$ cat config.mk
export PLATFORM = sky130hd
export DESIGN_NAME = sample_interval_gen
export DESIGN_NICKNAME = d
export VERILOG_FILES = /design/src/rtl/sig_pkg.sv /design/src/rtl/sig_timebase.sv /design/src/rtl/sig_reload_ctr.sv /design/src/rtl/sample_interval_gen.sv
export SDC_FILE = /design/constraint.sdc
export NUM_CORES = 1
export LEC_CHECK = 0
export BUFFER_PORTS_ARGS = -buffer_cell sky130_fd_sc_hd__clkbuf_2
export CORE_MARGIN = 2
export CORE_UTILIZATION = 45
export DETAILED_ROUTE_END_ITERATION = 7
export GPL_TIMING_DRIVEN = 1
export PLACE_DENSITY = 0.71
export SYNTH_ARGS = -nofsm -noshare
export SYNTH_HDL_FRONTEND = slang
export SYNTH_SLANG_ARGS = --single-unit
export TNS_END_PERCENT = 100
$ cat constraint.sdc
create_clock -name clk -period 5.86 [get_ports clk]
set_input_delay 0.586 -clock clk [delete_from_list [all_inputs] [get_ports clk]]
set_output_delay 0.586 -clock clk [all_outputs]
set_load 0.01 [all_outputs]
$ cat src/rtl/sig_pkg.sv
package sig_pkg;
    // Position of the source-select field in the command word; decoded by the top.
    localparam int unsigned SEL_BIT = 3;
    localparam int unsigned CMD_W   = 8;

    typedef enum logic {
        SRC_FIXED   = 1'b0,   // interval counter ticks on the 1 MHz enable
        SRC_CASCADE = 1'b1    // interval counter ticks on prescaler terminal count
    } sig_src_e;
endpackage

$ cat src/rtl/sig_timebase.sv
// Derives 2 MHz and 1 MHz single-cycle enables from the system clock.
module sig_timebase #(
    parameter int unsigned SYS_PER_FAST = 4
) (
    input  logic clk,
    input  logic rst_n,
    input  logic run,
    output logic fast_en,
    output logic slow_en
);
    localparam int unsigned DW = (SYS_PER_FAST > 2) ? $clog2(SYS_PER_FAST) : 1;
    localparam logic [DW-1:0] DIV_LAST = DW'(SYS_PER_FAST - 1);

    typedef struct packed {
        logic [DW-1:0] div;
        logic          phase;
    } tb_st_t;

    tb_st_t st_d, st_q;

    always_comb begin
        st_d    = st_q;
        fast_en = run && (st_q.div == DIV_LAST);
        slow_en = fast_en && st_q.phase;
        if (!run) begin
            st_d = '0;
        end else if (fast_en) begin
            st_d.div   = '0;
            st_d.phase = ~st_q.phase;
        end else begin
            st_d.div = st_q.div + 1'b1;
        end
    end

    always_ff @(posedge clk or negedge rst_n) begin
        if (!rst_n) st_q <= '0;
        else        st_q <= st_d;
    end
endmodule

$ cat src/rtl/sig_reload_ctr.sv
// Down-counter with reload: period of exactly load_val ticks, 0 meaning 2^W.
module sig_reload_ctr #(
    parameter int unsigned W = 8
) (
    input  logic         clk,
    input  logic         rst_n,
    input  logic         hold,
    input  logic         restart,
    input  logic         tick_en,
    input  logic [W-1:0] load_val,
    output logic         tc
);
    typedef struct packed {
        logic [W-1:0] cnt;   // remaining ticks minus one
    } ctr_st_t;

    ctr_st_t st_d, st_q;

    always_comb begin
        st_d = st_q;
        tc   = tick_en && !hold && (st_q.cnt == '0);
        if (hold || restart || tc) begin
            // 0 - 1 wraps to all ones, giving the full 2^W period
            st_d.cnt = load_val - W'(1);
        end else if (tick_en) begin
            st_d.cnt = st_q.cnt - W'(1);
        end
    end

    always_ff @(posedge clk or negedge rst_n) begin
        if (!rst_n) st_q <= '0;
        else        st_q <= st_d;
    end
endmodule

$ cat src/rtl/sample_interval_gen.sv
module sample_interval_gen
    import sig_pkg::*;
#(
    parameter int unsigned CNT_W        = 8,
    parameter int unsigned SYS_PER_FAST = 4
) (
    input  logic             clk,
    input  logic             rst_n,
    input  logic             cmd_we,
    input  logic [CMD_W-1:0] cmd_wdata,
    input  logic             run_en,
    input  logic [CNT_W-1:0] interval_count,
    input  logic [CNT_W-1:0] prescale_count,
    output logic             conv_start
);
    typedef struct packed {
        logic     run;       // registered run enable; low parks everything
        logic     cmd_sel;   // source bit as last written
        sig_src_e int_sel;   // source in force for the current interval
        logic     start;     // conversion-start pulse
    } top_st_t;

    top_st_t st_d, st_q;

    logic hold;
    logic fast_en, slow_en;
    logic pre_tc, int_tc, int_tick;
    logic cmd_sel_bit, int_sel_bit;

    assign hold = !st_q.run;

    sig_timebase #(.SYS_PER_FAST(SYS_PER_FAST)) u_timebase (
        .clk     (clk),
        .rst_n   (rst_n),
        .run     (st_q.run),
        .fast_en (fast_en),
        .slow_en (slow_en)
    );

    // Prescaler restarts on every interval reload so each cascaded interval
    // is a whole number of prescaler periods.
    sig_reload_ctr #(.W(CNT_W)) u_prescale (
        .clk      (clk),
        .rst_n    (rst_n),
        .hold     (hold),
        .restart  (int_tc),
        .tick_en  (fast_en),
        .load_val (prescale_count),
        .tc       (pre_tc)
    );

    sig_reload_ctr #(.W(CNT_W)) u_interval (
        .clk      (clk),
        .rst_n    (rst_n),
        .hold     (hold),
        .restart  (1'b0),
        .tick_en  (int_tick),
        .load_val (interval_count),
        .tc       (int_tc)
    );

    always_comb begin
        st_d     = st_q;
        int_tick = (st_q.int_sel == SRC_CASCADE) ? pre_tc : slow_en;

        st_d.run = run_en;
        if (cmd_we) begin
            st_d.cmd_sel = cmd_wdata[SEL_BIT];
        end
        // Source change is applied only when the interval counter reloads.
        if (hold || int_tc) begin
            st_d.int_sel = sig_src_e'(st_q.cmd_sel);
        end
        st_d.start = run_en && int_tc;
    end

    always_ff @(posedge clk or negedge rst_n) begin
        if (!rst_n) begin
            st_q.run     <= 1'b0;
            st_q.cmd_sel <= 1'b0;
            st_q.int_sel <= SRC_FIXED;
            st_q.start   <= 1'b0;
        end else begin
            st_q <= st_d;
        end
    end

    assign conv_start  = st_q.start;
    assign cmd_sel_bit = st_q.cmd_sel;
    assign int_sel_bit = st_q.int_sel;
endmodule

==> results of run 1 <==
-- Yosys cell counts (2+ instances only) --
cell type / n
sky130_fd_sc_hd__clkbuf_1: 3
sky130_fd_sc_hd__o31a_1: 2
sky130_fd_sc_hd__o221ai_1: 2
sky130_fd_sc_hd__inv_1: 2
sky130_fd_sc_hd__o21ai_0: 7
sky130_fd_sc_hd__mux2i_1: 9
sky130_fd_sc_hd__ha_1: 3
sky130_fd_sc_hd__a21oi_1: 7
sky130_fd_sc_hd__and3_1: 2
sky130_fd_sc_hd__a311oi_1: 2
sky130_fd_sc_hd__nor3b_1: 2
sky130_fd_sc_hd__o21a_1: 4
sky130_fd_sc_hd__nor4_1: 8
sky130_fd_sc_hd__a32oi_1: 3
sky130_fd_sc_hd__nor2b_1: 4
sky130_fd_sc_hd__or4_1: 4
sky130_fd_sc_hd__dfrtp_1: 23
sky130_fd_sc_hd__xnor2_1: 5
sky130_fd_sc_hd__o22ai_1: 2
sky130_fd_sc_hd__nor3_1: 12
sky130_fd_sc_hd__xor2_1: 7
sky130_fd_sc_hd__o211ai_1: 3
sky130_fd_sc_hd__nand3_1: 5
sky130_fd_sc_hd__nor2_1: 18
sky130_fd_sc_hd__and2_1: 3
sky130_fd_sc_hd__nand2_1: 14
-- flip-flops by register name, indices dropped and copies added, names as in the netlist --
name,cells
cmd_sel_bit,1
conv_start,1
int_sel_bit,1
st_q,1
u_interval.st_q,8
u_prescale.st_q,8
u_timebase.st_q,3
-- critical path, stage by stage (launching register included) --
cell,delay (ns)
sky130_fd_sc_hd__dfrtp_1,0.85
sky130_fd_sc_hd__nand2_1,0.28
sky130_fd_sc_hd__nor4_2,0.51
sky130_fd_sc_hd__nor2_1,0.14
sky130_fd_sc_hd__o21ai_2,0.35
sky130_fd_sc_hd__mux2i_1,0.26
sky130_fd_sc_hd__ha_1,0.28
sky130_fd_sc_hd__nor3b_1,0.40
sky130_fd_sc_hd__nand2_1,0.10
sky130_fd_sc_hd__nor3_1,0.22
sky130_fd_sc_hd__a22o_1,0.18
sky130_fd_sc_hd__a221oi_1,0.09
-- metal layers --
metal,vias up,share of wire,global-route usage
li1,715,-,-
met5,-,0,0
met2,33,0.48,0.330
met3,7,0.036,0.0286
met1,711,0.47,0.269
met4,0,0.015,0.0598
-- power groups by stage --
stage | logic (mW) | registers, mW | clock network [mW]
final | 0.0985 | 0.213 | 0.0767
after global routing | 0.112 | 0.217 | 0.0881
after CTS | 0.0987 | 0.211 | 0.0800
after detailed placement | 0.0977 | 0.215 | 0
after global placement | 0.0947 | 0.212 | 0
after floorplan | 0.0743 | 0.205 | 0
-- cell type report --
type,instances,area [um2],share of cell area
clock buffers,4,26.3,0.0149
inverters,3,11.3,0.00639
multi-input cells,148,986,0.560
flip-flops and latches,23,576,0.327
well taps,46,57.6,0.0327
repair buffers,21,105,0.0597
-- logic make-up (layout without fill, tap and decap cells) --
group / after synthesis / after routing
DFF: 23 / 23
xor gates and xnor gates: 12 / 12
AOI/OAI and AO/OA: 44 / 44
buffers and inverters: 9 / 28
muxes: 10 / 10
adders and majority gates: 3 / 3
and+or+nand+nor: 79 / 79
-- stage by stage --
| stage | std cells | power, mW |
|---|---|---|
| 2_1_floorplan | 180 | 0.279 |
| 3_3_place_gp | 241 | 0.306 |
| 3_5_place_dp | 241 | 0.312 |
| 4_1_cts | 245 | 0.390 |
| 5_1_grt | 245 | 0.417 |
| 6_report | 245 | 0.388 |
-- worst paths after layout --
kind / startpoint / to / slack [ns] / cells past startpoint
max: st_q[3] / u_prescale.st_q[4] / 2.05 / 11
min: rst_n / u_timebase.st_q[2] / 0.24 / 1
max reg2reg: st_q[3] / u_prescale.st_q[4] / 2.05 / 11
min reg2reg: u_timebase.st_q[1] / u_timebase.st_q[1] / 0.45 / 1
max in group asynchronous: rst_n / u_interval.st_q[7] / 5.24 / 1
min in group clk: run_en / st_q[3] / 0.38 / 1
==> impl_metrics.csv, run 1 <==
group,metric,value,unit
final_layout,most-common-layout-cells,"sky130_fd_sc_hd__dfrtp_1, sky130_fd_sc_hd__clkbuf_2, sky130_fd_sc_hd__nor2_1, sky130_fd_sc_hd__nand2_1, sky130_fd_sc_hd__nor3_1",
drt,drc,0,
setup_path,worstPathMaxFanout,22,
cts,cts_num_sinks,23,
power_and_ir_drop,seq_power_share,0.548,
grt,grt_antenna_before_repair,0,
final_layout,fillerInstances,317,
timing,rsz0062_at_grt,"false",
floorplan,fp.coreArea,0.00339,mm2
status,outcome,"finished, final reports clean",
logic_synthesis,post_synthesis_compound_gate_area_fraction,0.204,
power_and_ir_drop,powerDensity,220,mW/mm2
floorplan,placementRows,21,
grt,global_route.overflow_total,0,
logic_synthesis,synth_top_cells_by_area,"sky130_fd_sc_hd__dfrtp_1, sky130_fd_sc_hd__mux2i_1, sky130_fd_sc_hd__nor2_1",
drt,drt_first_iter_violations,71,
cts,cts.clk_slew.worst_paths,0.13,ns
placed_design,pre_cts_ws,2.20,ns
cts,tritoncts.num_buffers,3,
floorplan,design.portCount,29,
power_and_ir_drop,power.net_switching,0.135,mW
logic_synthesis,synth_top_cell_area_share,0.359,
hold_path,timing.hold.worst.class,"input pin to asynchronous set/reset pin",
floorplan,die_height,63.7,um
final_layout,drive_above_1_share,0.156,
logic_synthesis,synth-edff-count,0,
power_and_ir_drop,worst_case_vdd_ir_drop,0.000143,V
final_layout,layout.cells.most_common,"sky130_fd_sc_hd__dfrtp_1",
logic_synthesis,mapped_cell_area,0.00160,mm2
run,cap_violations,0,
setup_path,worst-endpoint-arrival,3.99,ns
cts,cts_root_buffer,"sky130_fd_sc_hd__clkbuf_4",
drt,drtAntennaViolNets,0,
cts,post_cts_buffers,0,
cts,holdBufCountCts,0,
drt,detail_route.wirelength,3630,um
timing,finalHoldViolations,0,
drt,num_vias,1466,
timing,fin_skew,0.00431,ns
logic_synthesis,synth_mux_area_frac,0.0632,
placed_design,dpl_cell_area,0.00174,mm2
logic_synthesis,synth_top_area_cell,"sky130_fd_sc_hd__dfrtp_1",
grt,overall_global_routing_usage,0.199,
logic_synthesis,main_combinational_cell_family_by_area_after_synthesis,"simple AND/OR/NAND/NOR gates",
grt,grt_start_max_net_pins,24,
cts,maximum_clock_path_buffer_count,2,
timing,relSlewSlack,0.437,
power_and_ir_drop,power_frac_comb,0.254,
logic_synthesis,post_synth.cell_area_avg,8.91,um2
final_layout,final_util,0.520,
logic_synthesis,synthesis.yosys.warnings,0,
power_and_ir_drop,total_leakage_power,0.711,nW
floorplan,start_util,0.473,
cts,cts_tree,"yes",
timing,hold_slack,0.237,ns
logic_synthesis,syn_nets,211,
floorplan,die-area,0.00406,mm2
placed_design,place_hpwl,2610,um
timing,timing_worst_slew_pin_value,0.836,ns
timing,setup-tns-final,0,ns
placed_design,gpl.final_weighted_congestion,0.787,
power_and_ir_drop,clock_network_fraction_of_total_power,0.198,
setup_path,setup.worst_path.start_class,"flip-flop",
logic_synthesis,synth_cells,180,
timing,fin_ws,2.05,ns
drt,vias_per_cell,5.98,
final_layout,antenna_cells,0,
timing,finalWorstPathRequiredPeriod,3.81,ns
grt,grt_pass1_wl,6460,um
timing,final-setup-viol-count,0,
final_layout,nNetsFinal,231,
setup_path,timing_worst_setup_path_type,"flip-flop to flip-flop",
floorplan,dieWidth,63.7,um
final_layout,final_area,0.00176,mm2
timing,final_slew_viol_count,0,
cts,cts.htree.levels,1,
drt,drt_pass1_iterations,4,
placed_design,numPortBuffers,21,
logic_synthesis,ys_types,50,
logic_synthesis,ys_async_sr_fraction,1.00,
logic_synthesis,ys_seq_elements,23,
logic_synthesis,synth_seq_area_share,0.359,
drt,route.detailed.wl_per_inst,14.8,um
final_layout,area_growth_from_synthesis_to_final_layout,9.83,%
timing,max_clock_freq,263,MHz
logic_synthesis,synth-adder-area-share,0.0234,
power_and_ir_drop,intPower,0.253,mW
cts,clkLatencyLatePin,0.32,ns
logic_synthesis,simple_logic_cell_fraction_of_the_synthesized_area,0.259,
power_and_ir_drop,p_sw_frac,0.347,
logic_synthesis,synth_flop_cell,"sky130_fd_sc_hd__dfrtp_1",
logic_synthesis,yosys.area_share.xor_xnor,0.0655,
grt,grt_pass1_vias,1413,
cts,cts-resized-gates,0,
setup_path,critPathRequiredTime,6.04,ns
setup_path,crit_end_category,"flip-flop",
timing,finalCritPeriodShare,0.650,
Power figures use the tool's default switching activity.
==> run 2: changes to the inputs <==
--- a/config.mk
+++ b/config.mk
@@ -10,7 +10,7 @@
 export CORE_UTILIZATION = 45
 export DETAILED_ROUTE_END_ITERATION = 7
 export GPL_TIMING_DRIVEN = 1
-export PLACE_DENSITY = 0.71
+export PLACE_DENSITY = 0.73
 export SYNTH_ARGS = -nofsm -noshare
 export SYNTH_HDL_FRONTEND = slang
 export SYNTH_SLANG_ARGS = --single-unit
==> constraint.sdc (replaced) <==
create_clock -name clk -period 3.15 [get_ports clk]
set_input_delay 0.315 -clock clk [delete_from_list [all_inputs] [get_ports clk]]
set_output_delay 0.315 -clock clk [all_outputs]
set_load 0.01 [all_outputs]
==> run 2 against run 1 <==
Effect of this change:
- clock power is 76% higher
- flip-flop and latch count stayed put
- utilization is 4.2 points higher
- critical path depth unchanged
- sequential share of layout area fell by 2.5 points
- largest cell class unchanged
==> impl_metrics.csv, run 2 (synthesis gave the netlist of run 1 again) <==
group,metric,value,unit
status,outcome,"finished, final reports clean",
power_and_ir_drop,powerDensity,393,mW/mm2
power_and_ir_drop,power.net_switching,0.251,mW
setup_path,worstPathMaxFanout,6,
power_and_ir_drop,seq_power_share,0.507,
power_and_ir_drop,total_leakage_power,0.807,nW
power_and_ir_drop,p_sw_frac,0.336,
setup_path,crit_end_category,"flip-flop",
setup_path,critPathRequiredTime,3.35,ns
final_layout,antenna_cells,0,
power_and_ir_drop,finalPower,0.748,mW
final_layout,nNetsFinal,247,
cts,maximum_clock_path_buffer_count,2,
power_and_ir_drop,clock_network_fraction_of_total_power,0.181,
cts,cts.htree.levels,1,
setup_path,worst-endpoint-arrival,3.11,ns
final_layout,final_area,0.00191,mm2
timing,max_clock_freq,344,MHz
timing,setup-tns-final,0,ns
floorplan,die_height,63.7,um
hold_path,timing.hold.worst.class,"input pin to flip-flop",
cts,clkLatencyLatePin,0.31,ns
grt,overall_global_routing_usage,0.187,
grt,grt_antenna_before_repair,0,
floorplan,dieWidth,63.7,um
grt,grt_pass1_vias,1392,
timing,fin_ws,0.242,ns
drt,drtAntennaViolNets,0,
grt,grt_pass1_wl,6110,um
cts,cts.clk_slew.worst_paths,0.12,ns
power_and_ir_drop,power_frac_comb,0.312,
setup_path,timing_worst_setup_path_type,"flip-flop to flip-flop",
timing,timing_worst_slew_pin_value,0.662,ns
timing,finalHoldViolations,0,
cts,cts_root_buffer,"sky130_fd_sc_hd__clkbuf_4",
floorplan,fp.coreArea,0.00339,mm2
timing,hold_slack,0.113,ns
floorplan,start_util,0.473,
final_layout,most-common-layout-cells,"sky130_fd_sc_hd__dfrtp_1, sky130_fd_sc_hd__clkbuf_2, sky130_fd_sc_hd__nor2_1, sky130_fd_sc_hd__buf_4, sky130_fd_sc_hd__nand2_1",
final_layout,top_regs,"u_interval.st_q (8), u_prescale.st_q (8), u_timebase.st_q (3)",
timing,relSlewSlack,0.556,
placed_design,numPortBuffers,21,
floorplan,placementRows,21,
cts,tritoncts.num_buffers,3,
setup_path,setup.worst_path.start_class,"flip-flop",
cts,cts_num_sinks,23,
final_layout,area_growth_from_synthesis_to_final_layout,18.8,%
timing,rsz0062_at_grt,"false",
placed_design,gpl.final_weighted_congestion,0.885,
timing,fin_skew,0.00450,ns
drt,num_vias,1478,
drt,route.detailed.wl_per_inst,13.5,um
final_layout,drive_above_1_share,0.233,
drt,vias_per_cell,5.66,
timing,finalCritPeriodShare,0.923,
placed_design,pre_cts_ws,0.0966,ns
floorplan,design.portCount,29,
drt,detail_route.wirelength,3510,um
timing,final-setup-viol-count,0,
drt,drt_pass1_iterations,4,
cts,cts_tree,"yes",
floorplan,die-area,0.00406,mm2
drt,drc,0,
placed_design,dpl_cell_area,0.00185,mm2
placed_design,place_hpwl,2690,um
timing,final_slew_viol_count,0,
power_and_ir_drop,worst_case_vdd_ir_drop,0.000299,V
grt,global_route.overflow_total,0,
final_layout,layout.cells.most_common,"sky130_fd_sc_hd__dfrtp_1",
drt,drt_first_iter_violations,67,
power_and_ir_drop,intPower,0.497,mW
grt,grt_start_max_net_pins,24,
run,cap_violations,0,
timing,finalWorstPathRequiredPeriod,2.91,ns
run 2: cell types whose count changed in the layout (fill, tap and decap cells not counted), sizes merged:
cell         before  now
buf               0   15
clkbuf           25   24
clkinv            1    2
dlygate4sd3       0    1
run 2: final timing paths:
check,to,cells past startpoint,from,slack (ns)
setup / recovery,u_prescale.st_q[4],11,u_prescale.st_q[0],0.24
max in group asynchronous,u_interval.st_q[2],2,rst_n,2.26
setup reg to reg,u_prescale.st_q[4],11,u_prescale.st_q[0],0.24
hold reg to reg,u_timebase.st_q[1],1,u_timebase.st_q[1],0.46
hold / removal,st_q[3],1,run_en,0.11
min in group asynchronous,u_interval.st_q[5],2,rst_n,0.51
run 2: area by class of cell:
class	instances	area [um2]
sequential	23	576
fill	307	1480
multi-input combinational	148	1010
timing repair buffer	37	228
inverter	3	11.3
clock inverter	1	5.00
clock buffer	3	22.5
tap	46	57.6
run 2: per-layer routing:
metal	global-route usage	vias to the layer above	share of wire
li1	-	749	-
met5	0	-	0
met1	0.269	707	0.53
met2	0.289	20	0.44
met4	0.0326	0	0.0048
met3	0.0429	2	0.028
run 2: power groups by stage:
stage	Clock, mW	Combinational (mW)	Sequential [mW]
floorplan	0	0.138	0.381
global placement	0	0.225	0.381
detailed placement	0	0.229	0.382
CTS	0.143	0.230	0.377
global route	0.154	0.262	0.385
finish	0.135	0.234	0.379
run 2: stage by stage:
step,util,instances
CTS,0.556,261
global placement,0.545,256
floorplan,-,180
global route,0.562,261
detailed placement,0.545,256
finish,0.562,261
run 2: worst max-delay path, cell delays in order (launching register included):
cell	delay, ns
sky130_fd_sc_hd__dfrtp_1	0.46
sky130_fd_sc_hd__or4_1	0.60
sky130_fd_sc_hd__nor2_1	0.18
sky130_fd_sc_hd__nor2_1	0.09
sky130_fd_sc_hd__o21ai_2	0.21
sky130_fd_sc_hd__mux2i_1	0.23
sky130_fd_sc_hd__ha_1	0.19
sky130_fd_sc_hd__buf_4	0.13
sky130_fd_sc_hd__nand2_1	0.06
sky130_fd_sc_hd__xor2_1	0.15
sky130_fd_sc_hd__a22o_1	0.18
sky130_fd_sc_hd__a221oi_1	0.33
run 2: repair_timing:
item,CTS,global route
hold endpoints to repair,23,0
endpoints found under the setup margin,0,3
buffers inserted,0,0
gates resized for setup,0,4
hold buffers,1,0
==> run 3: changes to the inputs <==
==> constraint.sdc (replaced) <==
create_clock -name clk -period 3.15 [get_ports clk]
set_input_delay 0.1575 -clock clk [delete_from_list [all_inputs] [get_ports clk]]
set_output_delay 0.1575 -clock clk [all_outputs]
set_load 0.01 [all_outputs]
==> run 3 against run 2 <==
Effect of this change:
- clock-buffer cell count unchanged
- via count up 0.27%
- global-route usage down 0.42 points
- setup slack worse by 0.079 ns
- cell count rose by 0.77%
- largest cell class unchanged
- hold slack lost 0.048 ns
- sequential share of layout area shrank 0.31 points
- non-clock buffer count grew 2
==> impl_metrics.csv, run 3 (synthesis gave the netlist of run 1 again) <==
group,metric,value,unit
status,outcome,"finished, final reports clean",
final_layout,layout.cells.most_common,"sky130_fd_sc_hd__dfrtp_1",
timing,setup-tns-final,0,ns
setup_path,critical_path.slowest_cell,"sky130_fd_sc_hd__or4_1",
final_layout,area_growth_from_synthesis_to_final_layout,20.0,%
setup_path,setup.worst_path.start_class,"flip-flop",
drt,num_vias,1482,
grt,overall_global_routing_usage,0.183,
setup_path,worst-endpoint-arrival,3.22,ns
cts,clkLatencyLatePin,0.32,ns
cts,maximum_clock_path_buffer_count,2,
final_layout,drive_above_1_share,0.235,
power_and_ir_drop,powerDensity,393,mW/mm2
setup_path,critPathRequiredTime,3.38,ns
timing,finalHoldViolations,0,
power_and_ir_drop,finalPower,0.756,mW
grt,grt_pass1_wl,5980,um
placed_design,numPortBuffers,21,
grt,grt_start_max_net_pins,24,
drt,drt_pass1_iterations,4,
placed_design,dpl_cell_area,0.00185,mm2
setup_path,reg2reg_capture_point,"u_prescale.st_q[4]",
timing,relSlewSlack,0.514,
grt,grt_antenna_before_repair,0,
floorplan,die-area,0.00406,mm2
floorplan,design.portCount,29,
hold_path,min_to,"cmd_sel_bit",
timing,final-setup-viol-count,0,
setup_path,crit_buf_inv,1,
floorplan,placementRows,21,
hold_path,timing.hold.worst.class,"input pin to flip-flop",
setup_path,cpPeakStageDelay,0.59,ns
run,cap_violations,0,
setup_path,critical_path.top_delay_family,"simple AND/OR/NAND/NOR gates",
cts,cts_num_sinks,23,
cts,tritoncts.num_buffers,3,
setup_path,crit_end_category,"flip-flop",
final_layout,top_regs,"u_interval.st_q (8), u_prescale.st_q (8), u_timebase.st_q (3)",
timing,timing_worst_slew_pin_value,0.724,ns
floorplan,die_height,63.7,um
power_and_ir_drop,worst_case_vdd_ir_drop,0.000213,V
timing,finalCritPeriodShare,0.948,
power_and_ir_drop,clock_network_fraction_of_total_power,0.187,
floorplan,start_util,0.473,
power_and_ir_drop,total_leakage_power,0.815,nW
floorplan,dieWidth,63.7,um
drt,vias_per_cell,5.63,
timing,fin_skew,0.00172,ns
placed_design,pre_cts_ws,0.131,ns
drt,drt_first_iter_violations,77,
drt,route.detailed.wl_per_inst,13.8,um
setup_path,timing_worst_setup_path_type,"flip-flop to flip-flop",
final_layout,fillerInstances,321,
floorplan,fp.coreArea,0.00339,mm2
setup_path,worstReg2RegStart,"u_interval.st_q[5]",
drt,drtAntennaViolNets,0,
hold_path,min_from,"cmd_wdata[3]",
power_and_ir_drop,intPower,0.498,mW
final_layout,most-common-layout-cells,"sky130_fd_sc_hd__dfrtp_1, sky130_fd_sc_hd__clkbuf_2, sky130_fd_sc_hd__nor2_1, sky130_fd_sc_hd__buf_4, sky130_fd_sc_hd__nand2_1",
cts,cts.clk_slew.worst_paths,0.13,ns
power_and_ir_drop,power_frac_comb,0.311,
final_layout,nNetsFinal,249,
timing,fin_ws,0.164,ns
setup_path,cell_by_cell_listing_of_the_critical_path,"or4_1 -> nor4_2 -> nor2_1 -> o21ai_2 -> mux2i_1 -> ha_1 -> buf_4 -> nand2_1 -> xor2_1 -> a22o_1 -> a221oi_2",
placed_design,gpl.final_weighted_congestion,0.887,
placed_design,place_hpwl,2670,um
timing,final_slew_viol_count,0,
cts,cts_root_buffer,"sky130_fd_sc_hd__clkbuf_4",
hold_path,holdPathStages,2,
power_and_ir_drop,power.net_switching,0.258,mW
setup_path,worstPathMaxFanout,4,
grt,grt_pass1_vias,1318,
setup_path,path_depth,11,
cts,cts_tree,"yes",
grt,global_route.overflow_total,0,
cts,cts.htree.levels,1,
final_layout,antenna_cells,0,
final_layout,final_area,0.00193,mm2
power_and_ir_drop,p_sw_frac,0.341,
setup_path,r2r_setup_slack,0.16,ns
drt,detail_route.wirelength,3620,um
power_and_ir_drop,seq_power_share,0.503,
timing,finalWorstPathRequiredPeriod,2.99,ns
setup_path,ff2ff_path_depth,11,
drt,drc,0,
timing,max_clock_freq,335,MHz
## run 3: cell types whose count changed in the layout (fill, tap and decap cells not counted), sizes merged
cell / before / now
dlygate4sd3: 1 / 2
buf: 15 / 16
## run 3: worst max path at each step
stage	endpoint	slack (ns)	from
5_1_grt	u_prescale.st_q[4]	-0.006	u_interval.st_q[5]
2_1_floorplan	u_prescale.st_q[4]	0.05	u_interval.st_q[1]
6_report	u_prescale.st_q[4]	0.16	u_interval.st_q[5]
3_3_place_gp	u_prescale.st_q[4]	0.16	u_interval.st_q[1]
3_5_place_dp	u_prescale.st_q[4]	0.13	u_interval.st_q[1]
4_1_cts	u_prescale.st_q[4]	0.11	u_interval.st_q[1]
## run 3: cell type report
class / count / area [um2] / area share
Sequential cell: 23 / 576 / 0.299
Clock inverter: 1 / 5.00 / 0.00260
Timing Repair Buffer: 39 / 245 / 0.127
Inverter: 3 / 11.3 / 0.00585
Tap cell: 46 / 57.6 / 0.0299
Clock buffer: 3 / 22.5 / 0.0117
Multi-Input combinational cell: 148 / 1010 / 0.524
## run 3: through the flow
step	hold slack [ns]	std cells	util
2_1_floorplan	-0.138	180	-
3_3_place_gp	0.180	256	0.545
3_5_place_dp	0.188	256	0.545
4_1_cts	0.0594	262	0.559
5_1_grt	0.0564	263	0.568
6_report	0.0658	263	0.568
## run 3: worst reg2reg max path, delay by kind of cell (launching register included)
kind / cells / cell delay, ns
AO/OA/AOI/OAI: 3 / 0.72
AND/OR/NAND/NOR: 4 / 1.06
multiplexers: 1 / 0.23
adder cells (fa/ha/maj): 1 / 0.20
buffers and inverters: 1 / 0.14
XOR/XNOR: 1 / 0.15
flip-flops: 1 / 0.41
## run 3: power groups by stage
stage | logic [mW] | clock network (mW) | registers [mW]
4_1_cts | 0.231 | 0.145 | 0.376
3_5_place_dp | 0.227 | 0 | 0.382
6_report | 0.235 | 0.141 | 0.380
5_1_grt | 0.262 | 0.159 | 0.385
3_3_place_gp | 0.225 | 0 | 0.381
2_1_floorplan | 0.138 | 0 | 0.381
## run 3: repair_timing
item                                    CTS  global route
gates resized for setup                   0             4
setup buffers                             0             1
endpoints found under the setup margin    0             2
endpoints found under the hold margin    24             0
hold buffers                              2             0
## run 3: routing by layer
layer	wire length, um	track usage	vias up	share of wire
met5	0	0	-	0
met4	23	0.0353	0	0.0064
met3	135	0.0429	4	0.037
met2	1600	0.280	22	0.44
met1	1870	0.262	701	0.52
li1	-	-	755	-
